==> config.mk <==
export PLATFORM = sky130hd
export DESIGN_NAME = rx_drop_stats
export DESIGN_NICKNAME = d
export VERILOG_FILES = /design/src/rtl/rx_drop_stats_pkg.sv /design/src/rtl/drop_sat_counter.sv /design/src/rtl/rx_drop_stats.sv
export SDC_FILE = /design/constraint.sdc
export NUM_CORES = 1
export LEC_CHECK = 0
export ABC_AREA = 1
export BUFFER_PORTS_ARGS = -buffer_cell sky130_fd_sc_hd__buf_2
export CORE_MARGIN = 4
export CORE_UTILIZATION = 59
export CTS_CLUSTER_DIAMETER = 40
export DETAILED_ROUTE_END_ITERATION = 7
export HOLD_SLACK_MARGIN = 0.1
export PLACE_DENSITY = 0.94
export SETUP_SLACK_MARGIN = 0.15
export SLEW_MARGIN = 20
export SYNTH_ARGS = -nofsm -noshare
export SYNTH_HDL_FRONTEND = slang
export SYNTH_HIERARCHICAL = 1
export SYNTH_SLANG_ARGS = --single-unit
==> constraint.sdc <==
create_clock -name clk -period 2.81 [get_ports clk]
set_input_delay 0.281 -clock clk [delete_from_list [all_inputs] [get_ports clk]]
set_output_delay 0.281 -clock clk [all_outputs]
set_load 0.03 [all_outputs]
==> src/rtl/rx_drop_stats_pkg.sv <==
package rx_drop_stats_pkg;
    localparam int FIFO_CNT_W    = 11;
    localparam int BUF_CNT_W     = 16;
    localparam int WORD_W        = 32;
    localparam int BE_W          = WORD_W / 8;
    localparam int FIFO_CLR_LANE = 2;
    localparam int BUF_CLR_LANE  = 0;
    localparam int BUF_CNT_LSB   = 0;
    localparam int BUF_FLG_POS   = BUF_CNT_LSB + BUF_CNT_W;
    localparam int FIFO_CNT_LSB  = BUF_FLG_POS + 1;
    localparam int FIFO_FLG_POS  = FIFO_CNT_LSB + FIFO_CNT_W;
    localparam int USED_W        = FIFO_FLG_POS + 1;
    localparam int RSVD_W        = WORD_W - USED_W;
endpackage

==> src/rtl/drop_sat_counter.sv <==
module drop_sat_counter #(
    parameter int W = 8
) (
    input  logic         clk,
    input  logic         rst_n,
    input  logic         inc,
    input  logic         clr,
    output logic [W-1:0] cnt,
    output logic         ovf
);
    localparam logic [W-1:0] CNT_MAX = {W{1'b1}};
    localparam logic [W-1:0] CNT_ONE = {{(W-1){1'b0}}, 1'b1};

    typedef struct packed {
        logic [W-1:0] cnt;
        logic         ovf;
    } st_t;

    st_t st_d, st_q;

    always_comb begin
        st_d = st_q;
        if (clr) begin
            st_d.cnt = inc ? CNT_ONE : '0;
            st_d.ovf = 1'b0;
        end else if (inc) begin
            if (st_q.cnt == CNT_MAX) begin
                st_d.ovf = 1'b1;
            end else begin
                st_d.cnt = st_q.cnt + CNT_ONE;
            end
        end
    end

    always_ff @(posedge clk or negedge rst_n) begin
        if (!rst_n) begin
            st_q <= '0;
        end else begin
            st_q <= st_d;
        end
    end

    assign cnt = st_q.cnt;
    assign ovf = st_q.ovf;

    AST_STEP_UP: assert property (@(posedge clk) disable iff (!rst_n)
        inc && !clr && cnt != CNT_MAX |=> cnt == $past(cnt) + CNT_ONE);
    AST_NO_OVERFLOW: assert property (@(posedge clk) disable iff (!rst_n)
        inc && !clr && cnt == CNT_MAX |=> cnt == CNT_MAX && ovf);
    AST_STICKY_FLAG: assert property (@(posedge clk) disable iff (!rst_n)
        ovf && !clr |=> ovf);
    AST_CLR_RESTART: assert property (@(posedge clk) disable iff (!rst_n)
        clr && inc |=> cnt == CNT_ONE && !ovf);
    AST_IDLE_HOLD: assert property (@(posedge clk) disable iff (!rst_n)
        !clr && !inc |=> $stable(cnt) && $stable(ovf));
endmodule

==> src/rtl/rx_drop_stats.sv <==
module rx_drop_stats
    import rx_drop_stats_pkg::*;
(
    input  logic              clk,
    input  logic              rst_n,
    input  logic              fifo_ovf_evt,
    input  logic              buf_miss_evt,
    input  logic              rd_stb,
    input  logic [BE_W-1:0]   rd_be,
    output logic [WORD_W-1:0] rd_data
);
    logic                  fifo_clr, buf_clr;
    logic [FIFO_CNT_W-1:0] fifo_cnt;
    logic [BUF_CNT_W-1:0]  buf_cnt;
    logic                  fifo_flg, buf_flg;

    assign fifo_clr = rd_stb & rd_be[FIFO_CLR_LANE];
    assign buf_clr  = rd_stb & rd_be[BUF_CLR_LANE];

    drop_sat_counter #(.W(FIFO_CNT_W)) u_fifo_cnt (
        .clk(clk), .rst_n(rst_n), .inc(fifo_ovf_evt), .clr(fifo_clr),
        .cnt(fifo_cnt), .ovf(fifo_flg)
    );

    drop_sat_counter #(.W(BUF_CNT_W)) u_buf_cnt (
        .clk(clk), .rst_n(rst_n), .inc(buf_miss_evt), .clr(buf_clr),
        .cnt(buf_cnt), .ovf(buf_flg)
    );

    always_comb begin
        rd_data = '0;
        rd_data[BUF_CNT_LSB +: BUF_CNT_W]   = buf_cnt;
        rd_data[BUF_FLG_POS]                = buf_flg;
        rd_data[FIFO_CNT_LSB +: FIFO_CNT_W] = fifo_cnt;
        rd_data[FIFO_FLG_POS]               = fifo_flg;
    end

    AST_FIFO_CLEAR: assert property (@(posedge clk) disable iff (!rst_n)
        rd_stb && rd_be[FIFO_CLR_LANE] && !fifo_ovf_evt
        |=> rd_data[FIFO_FLG_POS:FIFO_CNT_LSB] == '0);
    AST_BUF_CLEAR: assert property (@(posedge clk) disable iff (!rst_n)
        rd_stb && rd_be[BUF_CLR_LANE] && !buf_miss_evt
        |=> rd_data[BUF_FLG_POS:BUF_CNT_LSB] == '0);
    AST_FIFO_KEEP: assert property (@(posedge clk) disable iff (!rst_n)
        !rd_be[FIFO_CLR_LANE] && !fifo_ovf_evt
        |=> $stable(rd_data[FIFO_FLG_POS:FIFO_CNT_LSB]));
    AST_BUF_KEEP: assert property (@(posedge clk) disable iff (!rst_n)
        !rd_be[BUF_CLR_LANE] && !buf_miss_evt
        |=> $stable(rd_data[BUF_FLG_POS:BUF_CNT_LSB]));
endmodule

==> flow_metrics.env <==
export IMPL_cts_root_buf="clkbuf_4"
export IMPL_hold_viol=0
export IMPL_drv_cap=0
export IMPL_ioPinCount=41
export IMPL_switchingPower_mw=0.352
export IMPL_syn_inst=269
export IMPL_cts_buffers=5
export IMPL_placed_area_um2=2120
export IMPL_ys_seq_area_share_pct=36.6
export IMPL_die_area_um2=4350
export IMPL_firstDrtPassIters=4
export IMPL_fill_cells=244
export IMPL_fmax_ghz=0.576
export IMPL_vias=1839
export IMPL_wire_per_inst_um=12.3
export IMPL_ir_drop_mv=0.354
export IMPL_clk_pin_slew_worst_paths_ns=0.09
export IMPL_outcome="completed"
export IMPL_antenna_left=0
export IMPL_cts_path_max_buffers=2
export IMPL_skew_ns=0.00294
export IMPL_synth_seq_cells=29
export IMPL_fin_crit_sh_pct=61.8
export IMPL_fin_setup_tns_ns=0
export IMPL_grt_usage_pct=22.0
export IMPL_gp_congestion=0.914
export IMPL_worstSetupPathType="reg2reg"
export IMPL_yosysWarnings=6
export IMPL_die_x_um=66.0
export IMPL_drive_gt1_share_pct=26.0
export IMPL_syn_area_um2=1980
export IMPL_fp_dieH_um=66.0
export IMPL_p_clk_share_pct=33.8
export IMPL_crit_required_ns=3.03
export IMPL_place_port_buffers=35
export IMPL_swShare_pct=32.7
export IMPL_ff2ff_setup_slack_ns=1.07
export IMPL_arrival_ns=1.96
export IMPL_dr_first_iter_drc_count=130
export IMPL_postCtsSetupRepairBufs=0
export IMPL_initial_core_util_pct=63.4
export IMPL_route_detailed_drc=0
export IMPL_relSlewSlack_pct=56.6
export IMPL_hpwlAfterDp_um=3040
export IMPL_num_antenna_cells=0
export IMPL_antenna_found_initial=0
export IMPL_clock_sinks=29
export IMPL_finalSetupViolCount=0
export IMPL_std_cell_rows=20
export IMPL_area_growth_pct=11.5
export IMPL_cts_tree="built"
export IMPL_critPathCaptureType="register"
export IMPL_vias_per_cell=5.28
export IMPL_intPower_mw=0.724
export IMPL_comb_power_share_pct=20.6
export IMPL_final_max_slew_violation_count=0
export IMPL_coreArea_um2=3130
export IMPL_wirelength_um=4280
export IMPL_p_seq_share_pct=45.6
export IMPL_critPathMaxFanout=11
export IMPL_startpoint_type="register"
export IMPL_tightest_slew_ns=0.651
export IMPL_power_leakage_nw=1.13
export IMPL_period_needed_ns=1.74
export IMPL_rsz0062_at_grt="no"
export IMPL_cts_htree_levels=2
export IMPL_layout_nets=314
export IMPL_avgSynthCellArea_um2=7.37
export IMPL_grt_pass1_vias=1711
export IMPL_cellPowerDensity_nw_per_um2=486
export IMPL_gr_total_overflow=0
export IMPL_hold_path_class="in2reg"
export IMPL_grt_pass1_wl_um=7390
export IMPL_grt_max_degree=30
export IMPL_design_area_um2=2210
export IMPL_ys_types=29
export IMPL_insertion_delay_ns=0.33
[cell usage after synthesis (all sizes together)]
| master | instances | area (um2) |
|---|---|---|
| a21oi | 11 | 55.1 |
| buf | 11 | 104 |
| conb | 1 | 3.75 |
| dfrtp | 29 | 726 |
| ha | 2 | 25.0 |
| inv | 24 | 90.1 |
| nand2 | 89 | 393 |
| nand3 | 31 | 170 |
| nand4 | 4 | 25.0 |
| nor2 | 34 | 158 |
| nor3 | 3 | 15.0 |
| o211ai | 1 | 7.51 |
| o21a | 1 | 7.51 |
| o21ai | 21 | 150 |
| o21bai | 2 | 15.0 |
| o22ai | 1 | 6.26 |
| or2 | 1 | 6.26 |
| xor2 | 3 | 26.3 |
[layout by cell type (no fill, tap or decap), drive strengths merged, types with 4 or more instances in the layout]
cell    count
nand2      89
buf        35
nor2       34
nand3      31
dfrtp      29
inv        24
o21ai      21
a21oi      11
clkbuf      7
nand4       4
[cells by family after synthesis]
kind of cell,after synthesis,share of synthesized area (%)
AO/OA/AOI/OAI,37,12.2
adder cells (fa/ha/maj),2,1.26
AND/OR/NAND/NOR,162,38.7
buffers and inverters,35,9.78
XOR/XNOR,3,1.33
other,1,0.189
flip-flops,29,36.6
[final timing paths]
check / from / depth (start not counted) / end
worst max-delay path: u_fifo_cnt/cnt[0] / 8 / u_fifo_cnt/cnt[8]
worst min-delay path: buf_miss_evt / 3 / u_buf_cnt/cnt[0]
worst max register to register: u_fifo_cnt/cnt[0] / 8 / u_fifo_cnt/cnt[8]
worst min register to register: u_buf_cnt/ovf / 1 / u_buf_cnt/ovf
max in group asynchronous: rst_n / 2 / u_buf_cnt/cnt[0]
min in group asynchronous: rst_n / 2 / u_buf_cnt/cnt[12]
[state kept, by name, indices dropped and copies added (netlist names)]
name,count
u_buf_cnt/ovf,1
u_fifo_cnt/ovf,1
u_fifo_cnt/cnt,11
u_buf_cnt/cnt,16
[stage by stage]
stage | utilization (%) | hold slack, ns | worst slack, ns | power (mW) | instances
5_1_grt | 70.7 | 0.245 | 0.952 | 1.13 | 348
6_report | 70.7 | 0.223 | 1.07 | 1.08 | 348
2_1_floorplan | - | -0.0146 | 1.10 | 0.663 | 271
4_1_cts | 70.7 | 0.217 | 1.12 | 1.08 | 348
3_3_place_gp | 67.7 | 0.342 | 1.17 | 0.711 | 339
3_5_place_dp | 67.7 | 0.346 | 1.14 | 0.718 | 339
[critical path, stage by stage, from the launching register on]
cell	delay, ns
dfrtp_1	0.44
ha_1	0.20
nand2_1	0.12
nor2_4	0.19
nand3_2	0.10
nand2_2	0.20
nand2_2	0.17
nand2_1	0.13
nand2_1	0.07
[power groups by stage]
stage	logic (mW)	clock network, mW	registers, mW
6_report	0.221	0.363	0.490
5_1_grt	0.243	0.391	0.496
4_1_cts	0.223	0.370	0.489
3_5_place_dp	0.221	0	0.497
3_3_place_gp	0.215	0	0.496
2_1_floorplan	0.115	0	0.548
[cell type report]
class / count / area [um2] / share of cell area (%)
Multi-Input combinational cell: 207 / 1070 / 48.4
Sequential cell: 29 / 726 / 32.8
Timing Repair Buffer: 36 / 185 / 8.37
Inverter: 24 / 90.1 / 4.07
Clock buffer: 7 / 55.1 / 2.49
Tap cell: 44 / 55.1 / 2.49
Clock inverter: 1 / 30.0 / 1.36
[routing by layer]
layer	track usage [%]	part of all wire (%)
met1	27.8	45
met2	33.8	45
met3	7.14	7.3
met4	10.7	2.1
met5	0	0
[what timing repair did]
| action | 4_1_cts | 5_1_grt |
|---|---|---|
| endpoints found under the hold margin | 29 | 0 |
| gates resized for setup | 0 | 0 |
| hold buffers | 1 | 0 |
No activity file was read; power rests on OpenSTA's default activity.
